[src/rtl/mdio_pkg.sv]
package mdio_pkg;
  localparam int FRAME_LEN  = 64;
  localparam int IDX_W      = $clog2(FRAME_LEN);
  localparam int RELEASE_AT = 46;
  localparam int DATA_AT    = 48;
  localparam int HALF_W     = 5;

  typedef enum logic [1:0] {SQ_IDLE, SQ_ALIGN, SQ_RUN} sq_state_e;

  function automatic logic [HALF_W-1:0] half_period(input logic [3:0] code);
    case (code)
      4'd0:  half_period = 5'd2;
      4'd1:  half_period = 5'd3;
      4'd2:  half_period = 5'd4;
      4'd3:  half_period = 5'd6;
      4'd4:  half_period = 5'd8;
      4'd5:  half_period = 5'd10;
      4'd6:  half_period = 5'd12;
      4'd7:  half_period = 5'd14;
      4'd8:  half_period = 5'd15;
      4'd9:  half_period = 5'd16;
      4'd10: half_period = 5'd18;
      4'd11: half_period = 5'd20;
      4'd12: half_period = 5'd22;
      4'd13: half_period = 5'd24;
      4'd14: half_period = 5'd27;
      default: half_period = 5'd30;
    endcase
  endfunction
endpackage

[src/rtl/mdio_clk_gen.sv]
module mdio_clk_gen
  import mdio_pkg::*;
(
  input  logic              clk,
  input  logic              rst_n,
  input  logic              en,
  input  logic [HALF_W-1:0] half,
  output logic              mdc,
  output logic              rise,
  output logic              fall
);
  logic [HALF_W-1:0] cnt_q;
  logic              term;

  assign term = en && (cnt_q >= half - 1'b1);
  assign rise = term && !mdc;
  assign fall = term && mdc;

  always_ff @(posedge clk or negedge rst_n) begin
    if (!rst_n) begin
      cnt_q <= '0;
      mdc   <= 1'b0;
    end else if (!en) begin
      cnt_q <= '0;
      mdc   <= 1'b0;
    end else if (term) begin
      cnt_q <= '0;
      mdc   <= ~mdc;
    end else begin
      cnt_q <= cnt_q + 1'b1;
    end
  end

  // gated clock stays low
  a_r8_mdc_gated: assert property (@(posedge clk) disable iff (!rst_n)
    !en |=> !mdc);
  a_r5_rise_needs_en: assert property (@(posedge clk) disable iff (!rst_n)
    $rose(mdc) |-> $past(en));
endmodule

[src/rtl/mdio_frame_seq.sv]
module mdio_frame_seq
  import mdio_pkg::*;
(
  input  logic        clk,
  input  logic        rst_n,
  input  logic        start,
  input  logic        is_wr,
  input  logic [4:0]  phy,
  input  logic [4:0]  regn,
  input  logic [15:0] wdata,
  input  logic        rise,
  input  logic        fall,
  input  logic        mdio_i,
  output logic        mdio_o,
  output logic        mdio_oe,
  output logic        done,
  output logic [15:0] rdata
);
  sq_state_e            st_q;
  logic [FRAME_LEN-1:0] sh_q;
  logic [FRAME_LEN-1:0] frame;
  logic [IDX_W-1:0]     idx_q;
  logic                 wr_q;
  logic [4:0]           phy_q, reg_q;
  logic [15:0]          wd_q, rx_q;

  assign frame = {{32{1'b1}}, 2'b01, (wr_q ? 2'b01 : 2'b10), phy_q, reg_q,
                  (wr_q ? 2'b10 : 2'b00), (wr_q ? wd_q : 16'h0000)};

  assign done    = (st_q == SQ_RUN) && fall && (idx_q == IDX_W'(FRAME_LEN-1));
  assign mdio_o  = (st_q == SQ_RUN) ? sh_q[FRAME_LEN-1] : 1'b1;
  assign mdio_oe = (st_q == SQ_RUN) && (wr_q || idx_q < IDX_W'(RELEASE_AT));
  assign rdata   = rx_q;

  always_ff @(posedge clk or negedge rst_n) begin
    if (!rst_n) begin
      st_q  <= SQ_IDLE;
      sh_q  <= '0;
      idx_q <= '0;
      wr_q  <= 1'b0;
      phy_q <= '0;
      reg_q <= '0;
      wd_q  <= '0;
      rx_q  <= '0;
    end else begin
      case (st_q)
        SQ_IDLE: if (start) begin
          st_q  <= SQ_ALIGN;
          wr_q  <= is_wr;
          phy_q <= phy;
          reg_q <= regn;
          wd_q  <= wdata;
        end
        SQ_ALIGN: if (fall) begin
          st_q  <= SQ_RUN;
          sh_q  <= frame;
          idx_q <= '0;
        end
        default: begin
          if (rise && !wr_q && idx_q >= IDX_W'(DATA_AT))
            rx_q <= {rx_q[14:0], mdio_i};
          if (fall) begin
            if (idx_q == IDX_W'(FRAME_LEN-1)) begin
              st_q <= SQ_IDLE;
            end else begin
              idx_q <= idx_q + 1'b1;
              sh_q  <= {sh_q[FRAME_LEN-2:0], 1'b0};
            end
          end
        end
      endcase
    end
  end

  // driven bit changes only at an MDC fall
  a_r3_shift_on_fall: assert property (@(posedge clk) disable iff (!rst_n)
    (st_q == SQ_RUN && !fall) |=> $stable(idx_q));
  // a read releases the line before data comes back
  a_r4_release: assert property (@(posedge clk) disable iff (!rst_n)
    (rise && !wr_q && st_q == SQ_RUN && idx_q >= IDX_W'(DATA_AT)) |-> !mdio_oe);
endmodule

[src/rtl/mdio_cmd_engine.sv]
module mdio_cmd_engine
  import mdio_pkg::*;
#(
  parameter int REG_W = 24
) (
  input  logic             clk,
  input  logic             rst_n,
  input  logic             reg_wr,
  input  logic [1:0]       reg_addr,
  input  logic [REG_W-1:0] reg_wdata,
  output logic             ctl_mdc_en,
  output logic [REG_W-1:0] cmd_rdata,
  output logic [15:0]      dat_rdata,
  output logic             mdc,
  output logic             mdio_o,
  output logic             mdio_oe,
  input  logic             mdio_i
);
  localparam logic [1:0] A_CTL = 2'd0;
  localparam logic [1:0] A_CMD = 2'd1;
  localparam logic [1:0] A_DAT = 2'd2;
  localparam int BUSY_B = 17;
  localparam int WR_B   = 16;
  localparam int EN_B   = 19;

  logic [REG_W-1:0] cmd_q;
  logic [15:0]      dat_q;
  logic             en_q;
  logic             busy, accept, seq_done, rise, fall;
  logic [15:0]      rd_word;

  assign busy       = cmd_q[BUSY_B];
  assign accept     = reg_wr && reg_addr == A_CMD && reg_wdata[BUSY_B] && !busy;
  assign ctl_mdc_en = en_q;
  assign cmd_rdata  = cmd_q;
  assign dat_rdata  = dat_q;

  always_ff @(posedge clk or negedge rst_n) begin
    if (!rst_n) begin
      cmd_q <= '0;
      dat_q <= '0;
      en_q  <= 1'b0;
    end else begin
      if (reg_wr && reg_addr == A_CTL) en_q <= reg_wdata[EN_B];
      if (reg_wr && reg_addr == A_CMD && !busy) cmd_q <= reg_wdata;
      if (reg_wr && reg_addr == A_DAT) dat_q <= reg_wdata[15:0];
      if (seq_done) begin
        cmd_q[BUSY_B] <= 1'b0;
        if (!cmd_q[WR_B]) dat_q <= rd_word;
      end
    end
  end

  mdio_clk_gen i_clk (
    .clk  (clk),
    .rst_n(rst_n),
    .en   (en_q),
    .half (half_period(cmd_q[23:20])),
    .mdc  (mdc),
    .rise (rise),
    .fall (fall)
  );

  mdio_frame_seq i_seq (
    .clk    (clk),
    .rst_n  (rst_n),
    .start  (accept),
    .is_wr  (reg_wdata[WR_B]),
    .phy    (reg_wdata[12:8]),
    .regn   (reg_wdata[4:0]),
    .wdata  (dat_q),
    .rise   (rise),
    .fall   (fall),
    .mdio_i (mdio_i),
    .mdio_o (mdio_o),
    .mdio_oe(mdio_oe),
    .done   (seq_done),
    .rdata  (rd_word)
  );

  // a command write during busy leaves the stored command intact
  a_r7_ignore_busy: assert property (@(posedge clk) disable iff (!rst_n)
    (busy && reg_wr && reg_addr == A_CMD) |=> $stable(cmd_q[12:0]));
  // line released once busy drops
  a_r6_release_done: assert property (@(posedge clk) disable iff (!rst_n)
    $fell(busy) |-> !mdio_oe);
  // no drive without a pending command
  a_r9_idle_quiet: assert property (@(posedge clk) disable iff (!rst_n)
    !busy |-> !mdio_oe);
  // busy rises only on a start request
  a_r2_busy_start: assert property (@(posedge clk) disable iff (!rst_n)
    $rose(busy) |-> $past(reg_wr && reg_wdata[BUSY_B]));
endmodule

[config.mk]
export PLATFORM = sky130hd
export DESIGN_NAME = mdio_cmd_engine
export DESIGN_NICKNAME = d
export VERILOG_FILES = /design/src/rtl/mdio_pkg.sv /design/src/rtl/mdio_clk_gen.sv /design/src/rtl/mdio_frame_seq.sv /design/src/rtl/mdio_cmd_engine.sv
export SDC_FILE = /design/constraint.sdc
export NUM_CORES = 1
export LEC_CHECK = 0
export BUFFER_PORTS_ARGS = -buffer_cell sky130_fd_sc_hd__buf_2
export CAP_MARGIN = 5
export CORE_ASPECT_RATIO = 0.75
export CORE_MARGIN = 2
export CORE_UTILIZATION = 39
export DETAILED_ROUTE_END_ITERATION = 12
export PLACE_DENSITY = 0.57
export SYNTH_ARGS = -nofsm -noshare
export SYNTH_HDL_FRONTEND = slang
export SYNTH_SLANG_ARGS = --single-unit
[constraint.sdc]
create_clock -name clk -period 5.25 [get_ports clk]
set_input_delay 0.2625 -clock clk [delete_from_list [all_inputs] [get_ports clk]]
set_output_delay 0.2625 -clock clk [all_outputs]
set_load 0.02 [all_outputs]
## Word-level counts from Yosys, hierarchy flattened

Memory sizes are Yosys's and may differ from the RTL's.
Index checks and enable logic that the tools add are counted.

| storage, ports and cells | value |
|---|---|
| flip-flop bits (word level) | 162 |
| memory bits (read-only) | 80 |
| output and inout bits | 44 |
| logic and storage cells | 87 |
| memories kept | 1 |

Memory list:

| name | depth | width | rd ports | clocked after Yosys merged registers in | write ports | RTL line | RTL |
|---|---|---|---|---|---|---|---|
| (name not given) | 16 | 5 | 1 | 0 | 0 | mdio_pkg.sv:11 | `case (code)` |

| cells by class | value |
|---|---|
| add/sub/neg operators | 3 |
| magnitude comparators | 3 |
| equal/unequal tests | 9 |
| muxes and demuxes | 26 |
| bitwise logic cells | 3 |
| reduce and logical (&&, ||, !) cells | 28 |

Operators by type and width:

| kind | count |
|---|---|
| $mux W64 | 3 |
| $pmux W64 S2 | 1 |
| $mux W16 | 4 |
| $mux W18 | 1 |
| $mux W6 | 3 |
| $logic_and A1 B1 Y1 | 14 |
| $mux W2 | 6 |
| $pmux W6 S2 | 1 |
| $mux W5 | 2 |
| $add A6 B1 Y6 const B | 1 |
| $eq A6 B6 Y1 const B | 1 |
| $ge A6 B6 Y1 const B | 1 |
| $lt A6 B6 Y1 const B | 1 |
| $add A5 B1 Y5 const B | 1 |
| $ge A5 B5 Y1 | 1 |
| $sub A5 B1 Y5 const B | 1 |
| $eq A2 B1 Y1 const B | 2 |
| $eq A2 B2 Y1 const B | 2 |
| $logic_not A2 Y1 | 2 |
| $mux W1 | 4 |
| $ne A2 B1 Y1 const B | 2 |
| $ne A2 B2 Y1 const B | 2 |
| $pmux W2 S2 | 1 |
| $reduce_and A2 Y1 | 2 |
| other kinds (8) | 13 |

## Longest topological paths before layout

Gate-level depths: netlist of run 1.
An unclocked memory read counts as a cell.

| logic depth | value |
|---|---|
| depth in word-level cells | 8 |
| gate-level depth with buffers | 18 |
| mapped depth without buffers | 15 |

## Modules after synthesis

Synthesis of run 1 repeated with hierarchy kept, for this count alone.

| second synthesis, totals | value |
|---|---|
| cell total of the unflattened synthesis | 562 |
| area total of the unflattened synthesis | 7322.0 µm² |

By module, submodules not included:

| module | times used | cells each | area each (µm²) | sequential area each (µm²) |
|---|---|---|---|---|
| mdio_frame_seq | 1 | 344 | 4974.8 | 2877.8 |
| mdio_cmd_engine | 1 | 169 | 1889.3 | 1026.0 |
| mdio_clk_gen | 1 | 49 | 457.9 | 150.1 |

## Least setup slack after synthesis of run 1

No wires, ideal clock.

| timing | value |
|---|---|
| kind | register -> register |
| from | register cmd_q[20], in the netlist cmd_rdata[20] |
| to | register i_seq.sh_q[10] |
| setup time | 0.126 ns |
| data arrival time | 3.483 ns |
| required time | 5.124 ns |
| path slack | 1.641 ns |
| cell stages (with the launch flop) | 18 |
| buffers on the path | 2 |
| cell sequence | dfrtp_1 > inv_1 > ha_1 > inv_1 > o21ai_0 > a22oi_1 > ha_1 > o211a_1 > a21boi_0 > o21a_1 > a21oi_1 > ha_1 > a21o_1 > a32o_1 > buf_4 > buf_4 > and3_1 > a221o_1 |

| between the ends | value |
|---|---|
| cells in the longest elaborated chain, start to end | 6 |

RTL lines:

| element | RTL line | RTL |
|---|---|---|
| start: declaration | mdio_cmd_engine.sv:26 | `logic [REG_W-1:0] cmd_q;` |
| start signal: assignment | mdio_cmd_engine.sv:45 | `if (reg_wr && reg_addr == A_CMD && !busy) cmd_q <= reg_wdata;` |
| $mem_v2 Z16 W5 | - |  |
| $sub A5 B1 Y5 | mdio_clk_gen.sv:15 | `assign term = en && (cnt_q >= half - 1'b1);` |
| $ge A5 B5 Y1 | mdio_clk_gen.sv:15 |  |
| $logic_and A1 B1 Y1 | mdio_clk_gen.sv:15 |  |
| $logic_and A1 B1 Y1 | mdio_clk_gen.sv:17 | `assign fall = term && mdc;` |
| $reduce_and A3 Y1 (no source line) | - |  |
| end signal: assignment | mdio_frame_seq.sv:56 | `sh_q <= frame;` |
| end signal: assignment | mdio_frame_seq.sv:67 | `sh_q <= {sh_q[FRAME_LEN-2:0], 1'b0};` |
| end: declaration | mdio_frame_seq.sv:20 | `logic [FRAME_LEN-1:0] sh_q;` |

No other way between the ends.
A chain may end at the register's enable or synchronous reset.

## Final worst setup path of run 1

| timing | value |
|---|---|
| from | register cmd_q[21], in the netlist cmd_rdata[21] |
| to | register i_seq.sh_q[56] |

The elaborated chain is that of the path after synthesis.

==> impl_metrics.py, run 1 <==
metrics = {
    "detailed_routing": {
        "vias": 4457,
        "wl_per_cell_um": 16.90,
        "vias_per_cell": 5.213,
        "drtIter0Drc": 304,
        "ant_nets": 0,
        "drt_pass1_iterations": 4,
        "wl_um": 14450,
        "drc_errors": 0,
    },
    "place": {
        "dpl.cell_count": 822,
        "placed_cell_area_mm2": 0.007531,
        "place_ws_ps": 624.5,
        "dpl.hpwl_um": 9543,
        "portBuffers": 73,
        "routabilityCongestion": 0.7822,
    },
    "clock_tree": {
        "cts_root_buf": "clkbuf_16",
        "cts_buffer_depth": 2,
        "cts_max_level": 4,
        "cts_resized": 0,
        "cts.reportedPaths.clkPinSlew_ps": 70,
        "clk_latency_ps": 430,
        "post_cts_buffers": 0,
        "cts_buffers": 17,
        "holdBufCountCts": 1,
        "cts_sinks": 162,
        "cts_tree": "done",
    },
    "floorplanning": {
        "num_rows": 42,
        "die_x_um": 159.1,
        "core-area_mm2": 0.01766,
        "ios": 74,
        "die_h_um": 120.3,
        "start_util_pct": 39.83,
        "fp.dieArea_mm2": 0.01913,
    },
    "setup_path": {
        "crit_slowest_cell": "nand2_1",
        "rrSetupSlack_ps": 610,
        "cp_top_family": "compound AO/OA/AOI/OAI gates",
        "critPathLaunchType": "flop",
        "path_class": "flop to flop",
        "cp-end-kind": "flop",
        "worstPathArrival_ps": 4940,
        "cp_data_required_time_ps": 5550,
        "crit_path_max_incr_delay_ps": 860,
        "crit_buf_inv": 2,
        "cp_cell_sequence": "inv_1 > ha_1 > inv_1 > o21ai_0 > a22oi_1 > ha_1 > o211a_1 > a21boi_0 > o21a_1 > a21oi_1 > ha_1 > and4_1 > a32o_1 > nand2_1 > o22a_1",
        "crit_path_max_fanout": 33,
        "crit_top_cell": "ha_1",
    },
    "global_route": {
        "antenna_found_initial": 0,
        "grt_first_pass_wirelength_um": 24230,
        "overflow": 0,
        "track_usage_pct": 15.96,
        "grt_pass1_vias": 4621,
        "grt_max_degree": 108,
    },
    "sta": {
        "max_freq_mhz": 215.3,
        "period_needed_ps": 4644,
        "skew_ps": 12.98,
        "finalSetupTns_ps": 0,
        "maxSlewViolCount": 0,
        "period_share_pct": 88.46,
        "worst_slack_ps": 605.8,
        "setup_violations": 0,
        "rsz0062_at_grt": "no",
        "worst_pin_slew_ps": 1064,
        "hold_viol_final": 0,
        "slew_headroom_pct": 28.91,
    },
    "cells_and_area": {
        "final_area_mm2": 0.008149,
        "fin_cells": 855,
        "drive_gt1_share_pct": 36.70,
        "diodes": 0,
        "nNetsFinal": 644,
        "syn_to_final_growth_pct": 15.87,
    },
    "power_and_ir_drop": {
        "p_comb_share_pct": 23.4,
        "pwr-share-clk_pct": 33.4,
        "power_switching_w": 0.001193,
        "vdd_ir_drop_max_uv": 292.9,
        "p_leak_nw": 3.916,
        "pwr-share-seq_pct": 43.3,
        "swShare_pct": 31.54,
        "cellInternalPower_w": 0.002589,
        "cellPowerDensity_mw_per_mm2": 464.1,
    },
    "job": {
        "maxCapViolations": 0,
    },
    "logic_synthesis": {
        "synthCells": 536,
        "seq_area_frac_synth_pct": 57.64,
        "netlist_area_mm2": 0.007033,
        "synth_edf_count": 0,
        "synth_top_cells_by_count": "dfrtp_1, mux2_2, nand2_1, o22a_1, a21oi_1",
        "synthArstFlopShare_pct": 100.0,
        "synth_nets": 580,
        "syn_area_per_cell_um2": 13.12,
        "synth_ff_type": "dfrtp_1",
        "synthTopCellsByArea": "dfrtp_1, mux2_2, o22a_1, ha_1, nand2_1",
        "synth_most_common_cell": "dfrtp_1",
        "synth_top_area_share_pct": 57.64,
        "ys_ff_latch": 162,
        "ys.warnings.count": 0,
        "synth_top_area_cell": "dfrtp_1",
        "synth_cell_type_count": 47,
    },
    "min_path": {
        "hold_path_class": "primary input to flop",
    },
    "status": {
        "status": "finished clean",
    },
}
worst register-to-register path, stage by stage (launching register included):
cell,delay (ps)
dfrtp_1,410
inv_1,210
ha_1,220
inv_1,70
o21ai_0,180
a22oi_1,150
ha_1,250
o211a_1,160
a21boi_0,220
o21a_1,160
a21oi_1,40
ha_1,300
and4_1,180
a32o_1,660
nand2_1,870
o22a_1,440
sequential cells by signal (all words and copies together), names as in the netlist, 2 cells and up:
signal and flops:
i_seq.sh_q 64, cmd_rdata 24, dat_rdata 16, i_seq.rdata 16, i_seq.wd_q 16, i_seq.idx_q 6
i_clk.cnt_q 5, i_seq.phy_q 5, i_seq.reg_q 5, i_seq.st_q 2
stage by stage:
stage | util [%] | power [W] | hold slack [ps]
detailed placement | 42.65 | 0.002552 | 441.4
finish | 46.15 | 0.003782 | 64.28
floorplan | - | 0.002249 | -33.09
global placement | 42.65 | 0.002510 | 435.4
global route | 46.15 | 0.004000 | 52.11
CTS | 46.15 | 0.003832 | 47.17
layout make-up:
cell class              instances  area, um^2
clock buffers                  18       439.2
clock inverters                14       168.9
fillers                      1646        9508
inverters                       7       26.28
multi-input cells             335        2754
flip-flops and latches        162        4054
well taps                     242       302.8
repair buffers                 77       404.1
cells by family after synthesis:
logic type	synth area share (%)
flip-flops	57.64
AO/OA/AOI/OAI	11.56
multiplexers	16.72
AND/OR/NAND/NOR	7.632
buffers and inverters	3.202
adder cells (fa/ha/maj)	2.491
XOR/XNOR	0.7472
metal layers:
| layer | global-route usage (%) | routed length (um) |
|---|---|---|
| met1 | 22.57 | 7182 |
| met3 | 4.254 | 498 |
| met4 | 4.886 | 87 |
| met5 | 0 | 0 |
| met2 | 24.16 | 6682 |
worst paths after layout:
| check | startpoint | end | cells after the start |
|---|---|---|---|
| worst max-delay path | cmd_rdata[21] | i_seq.sh_q[56] | 15 |
| worst min-delay path | mdio_i | i_seq.rdata[0] | 2 |
| worst max register to register | cmd_rdata[21] | i_seq.sh_q[56] | 15 |
| worst min register to register | i_seq.sh_q[46] | i_seq.sh_q[47] | 1 |
| max in group asynchronous | rst_n | i_clk.cnt_q[4] | 3 |
| min in group asynchronous | rst_n | i_seq.sh_q[43] | 2 |
cell usage in the layout, fill, tap and decap left out, drive strengths merged, types with 3 or more instances in the layout:
master  count
dfrtp     162
mux2      102
buf        76
nand2      44
o22a       33
a21oi      27
clkbuf     18
a31oi      17
and3       14
ha         14
a221o      12
inv        12
nor2       11
o21ai       9
nand3       9
clkinv      5
and2        5
xor2        4
a31o        3
a22o        3
nor3        3
power groups by stage:
| stage | Clock (W) | Sequential, W | Combinational [W] |
|---|---|---|---|
| CTS | 0.00130 | 0.00164 | 0.000899 |
| finish | 0.00126 | 0.00164 | 0.000884 |
| floorplan | 0 | 0.00175 | 0.000500 |
| detailed placement | 0 | 0.00166 | 0.000892 |
| global route | 0.00135 | 0.00167 | 0.000975 |
| global placement | 0 | 0.00164 | 0.000867 |
Power figures use the tool's default switching activity.
==> inputs of run 2 (changes only) <==
--- a/config.mk
+++ b/config.mk
@@ -11,7 +11,7 @@
 export CORE_MARGIN = 2
 export CORE_UTILIZATION = 39
 export DETAILED_ROUTE_END_ITERATION = 12
-export PLACE_DENSITY = 0.57
+export PLACE_DENSITY = 0.59
 export SYNTH_ARGS = -nofsm -noshare
 export SYNTH_HDL_FRONTEND = slang
 export SYNTH_SLANG_ARGS = --single-unit
==> constraint.sdc (replaced) <==
create_clock -name clk -period 3.95 [get_ports clk]
set_input_delay 0.1975 -clock clk [delete_from_list [all_inputs] [get_ports clk]]
set_output_delay 0.1975 -clock clk [all_outputs]
set_load 0.02 [all_outputs]
==> run 2 against run 1 <==
  * Non-clock buffer count up 12
  * Clock power is 17% higher
  * First-iteration DRC count down 13%
  * Utilization up 0.34 points
  * Maximum frequency grew 24%
  * Clock skew shrank 2.3 ps
  * Highest routed layer unchanged
==> impl_metrics.py, run 2 (synthesis results as in run 1) <==
metrics = {
    "status": {
        "status": "finished clean",
    },
    "sta": {
        "whs_ps": 13.74,
        "max_freq_mhz": 267.7,
        "skew_ps": 10.65,
        "period_share_pct": 94.57,
        "finalSetupTns_ps": 0,
        "period_needed_ps": 3735,
        "maxSlewViolCount": 0,
        "rsz0062_at_grt": "no",
        "hold_viol_final": 0,
        "slew_headroom_pct": 33.94,
        "setup_violations": 0,
        "worst_pin_slew_ps": 987.9,
    },
    "global_route": {
        "antenna_found_initial": 0,
        "grt_first_pass_wirelength_um": 23890,
        "track_usage_pct": 15.78,
        "grt_pass1_vias": 4638,
        "overflow": 0,
        "grt_max_degree": 97,
    },
    "place": {
        "routabilityCongestion": 0.7489,
        "dpl.cell_count": 830,
        "dpl.hpwl_um": 9567,
        "portBuffers": 73,
    },
    "power_and_ir_drop": {
        "vdd_ir_drop_max_uv": 324.6,
        "p_leak_nw": 3.943,
        "cellPowerDensity_mw_per_mm2": 590.3,
        "total_power_w": 0.004846,
    },
    "cells_and_area": {
        "nFillCells": 1645,
        "drive_gt1_share_pct": 37.28,
        "top_register": "i_seq.sh_q",
        "layout_commonest_cell": "dfrtp_1",
        "largest_reg_flops": 64,
        "diodes": 0,
        "nNetsFinal": 656,
        "regArea_mm2": 0.004055,
        "layout_common_cells": "dfrtp_1, mux2_2, buf_2",
        "multiInputGateArea_mm2": 0.002759,
        "utilization_pct": 46.49,
        "syn_to_final_growth_pct": 16.72,
        "fin_cells": 867,
    },
    "floorplanning": {
        "start_util_pct": 39.83,
        "fp.dieArea_mm2": 0.01913,
        "core-area_mm2": 0.01766,
        "die_h_um": 120.3,
        "num_rows": 42,
        "die_x_um": 159.1,
        "ios": 74,
    },
    "clock_tree": {
        "clk_latency_ps": 430,
        "cts_buffer_depth": 2,
        "cts_root_buf": "clkbuf_16",
        "cts_max_level": 4,
        "cts_tree": "done",
        "cts_buffers": 17,
        "cts_sinks": 162,
        "cts.reportedPaths.clkPinSlew_ps": 60,
    },
    "min_path": {
        "hold_path_class": "primary input to flop",
    },
    "detailed_routing": {
        "vias_per_cell": 5.134,
        "ant_nets": 0,
        "drtIter0Drc": 263,
        "wl_per_cell_um": 16.67,
        "wl_um": 14450,
        "drt_pass1_iterations": 4,
        "drc_errors": 0,
        "vias": 4451,
    },
    "setup_path": {
        "cp_top_family": "compound AO/OA/AOI/OAI gates",
        "crit_path_max_incr_delay_ps": 400,
        "crit_buf_inv": 3,
        "crit_slowest_cell": "dfrtp_1",
        "cp_cell_sequence": "inv_1 > ha_1 > inv_1 > o21ai_0 > a22oi_2 > ha_1 > o211a_1 > a21boi_0 > o21a_1 > a21oi_1 > ha_1 > a21o_1 > a32o_1 > buf_6 > and2_4 > a221o_1",
        "cp_data_required_time_ps": 4250,
        "worstPathArrival_ps": 4040,
        "crit_path_max_fanout": 26,
        "path_class": "flop to flop",
        "cp-end-kind": "flop",
        "crit_top_cell": "ha_1",
        "critPathLaunchType": "flop",
    },
    "job": {
        "maxCapViolations": 0,
    },
}
run 2: metrics by stage:
step,instance area (um^2),setup slack (ps)
3_5_place_dp,7616,22.80
5_1_grt,8209,3.877
2_1_floorplan,7033,341.1
4_1_cts,8175,4.786
3_3_place_gp,7616,257.0
6_report,8209,214.7
run 2: what timing repair did:
item / in CTS / in global routing
hold buffers: 4 / 0
endpoints found under the setup margin: 0 / 82
resized for setup: 0 / 4
endpoints found under the hold margin: 97 / 0
setup buffers: 0 / 1
run 2: power by group:
group	internal, W	switching (W)	total, W	leakage [nW]
Combinational	0.000538	0.000678	0.00122	1.54
Clock	0.000803	0.000668	0.00147	0.251
Sequential	0.00195	0.000207	0.00216	2.15
run 2: area by class of cell:
cell class	instances	area share, %
clock inverters	12	1.006
inverters	7	0.3201
repair buffers	89	6.661
clock buffers	20	5.319
flip-flops and latches	162	49.40
multi-input cells	335	33.61
well taps	242	3.688
run 2: worst paths after layout:
| kind | from | endpoint | slack (ps) | cells past startpoint |
|---|---|---|---|---|
| max in group asynchronous | rst_n | i_seq.sh_q[22] | 2480 | 3 |
| max | cmd_rdata[21] | i_seq.sh_q[11] | 210 | 16 |
| min in group asynchronous | rst_n | i_seq.sh_q[49] | 440 | 2 |
| min reg2reg | i_seq.sh_q[44] | i_seq.sh_q[45] | 480 | 1 |
| max reg2reg | cmd_rdata[21] | i_seq.sh_q[11] | 210 | 16 |
| min | reg_wdata[20] | cmd_rdata[20] | 10 | 3 |
run 2: worst register-to-register path, stage by stage (launching register included):
cell	delay [ps]
dfrtp_1	400
inv_1	150
ha_1	240
inv_1	100
o21ai_0	120
a22oi_2	260
ha_1	240
o211a_1	190
a21boi_0	90
o21a_1	190
a21oi_1	110
ha_1	260
a21o_1	200
a32o_1	350
buf_6	210
and2_4	210
a221o_1	310
run 2: metal layers:
metal	share of wire [%]	routed length, um	GRT usage (%)	up-vias
li1	-	-	-	2118
met1	50	7186	22.08	2250
met2	46	6587	24.05	68
met3	3.5	499	3.979	15
met4	1.2	180	5.455	0
met5	0	0	0	-
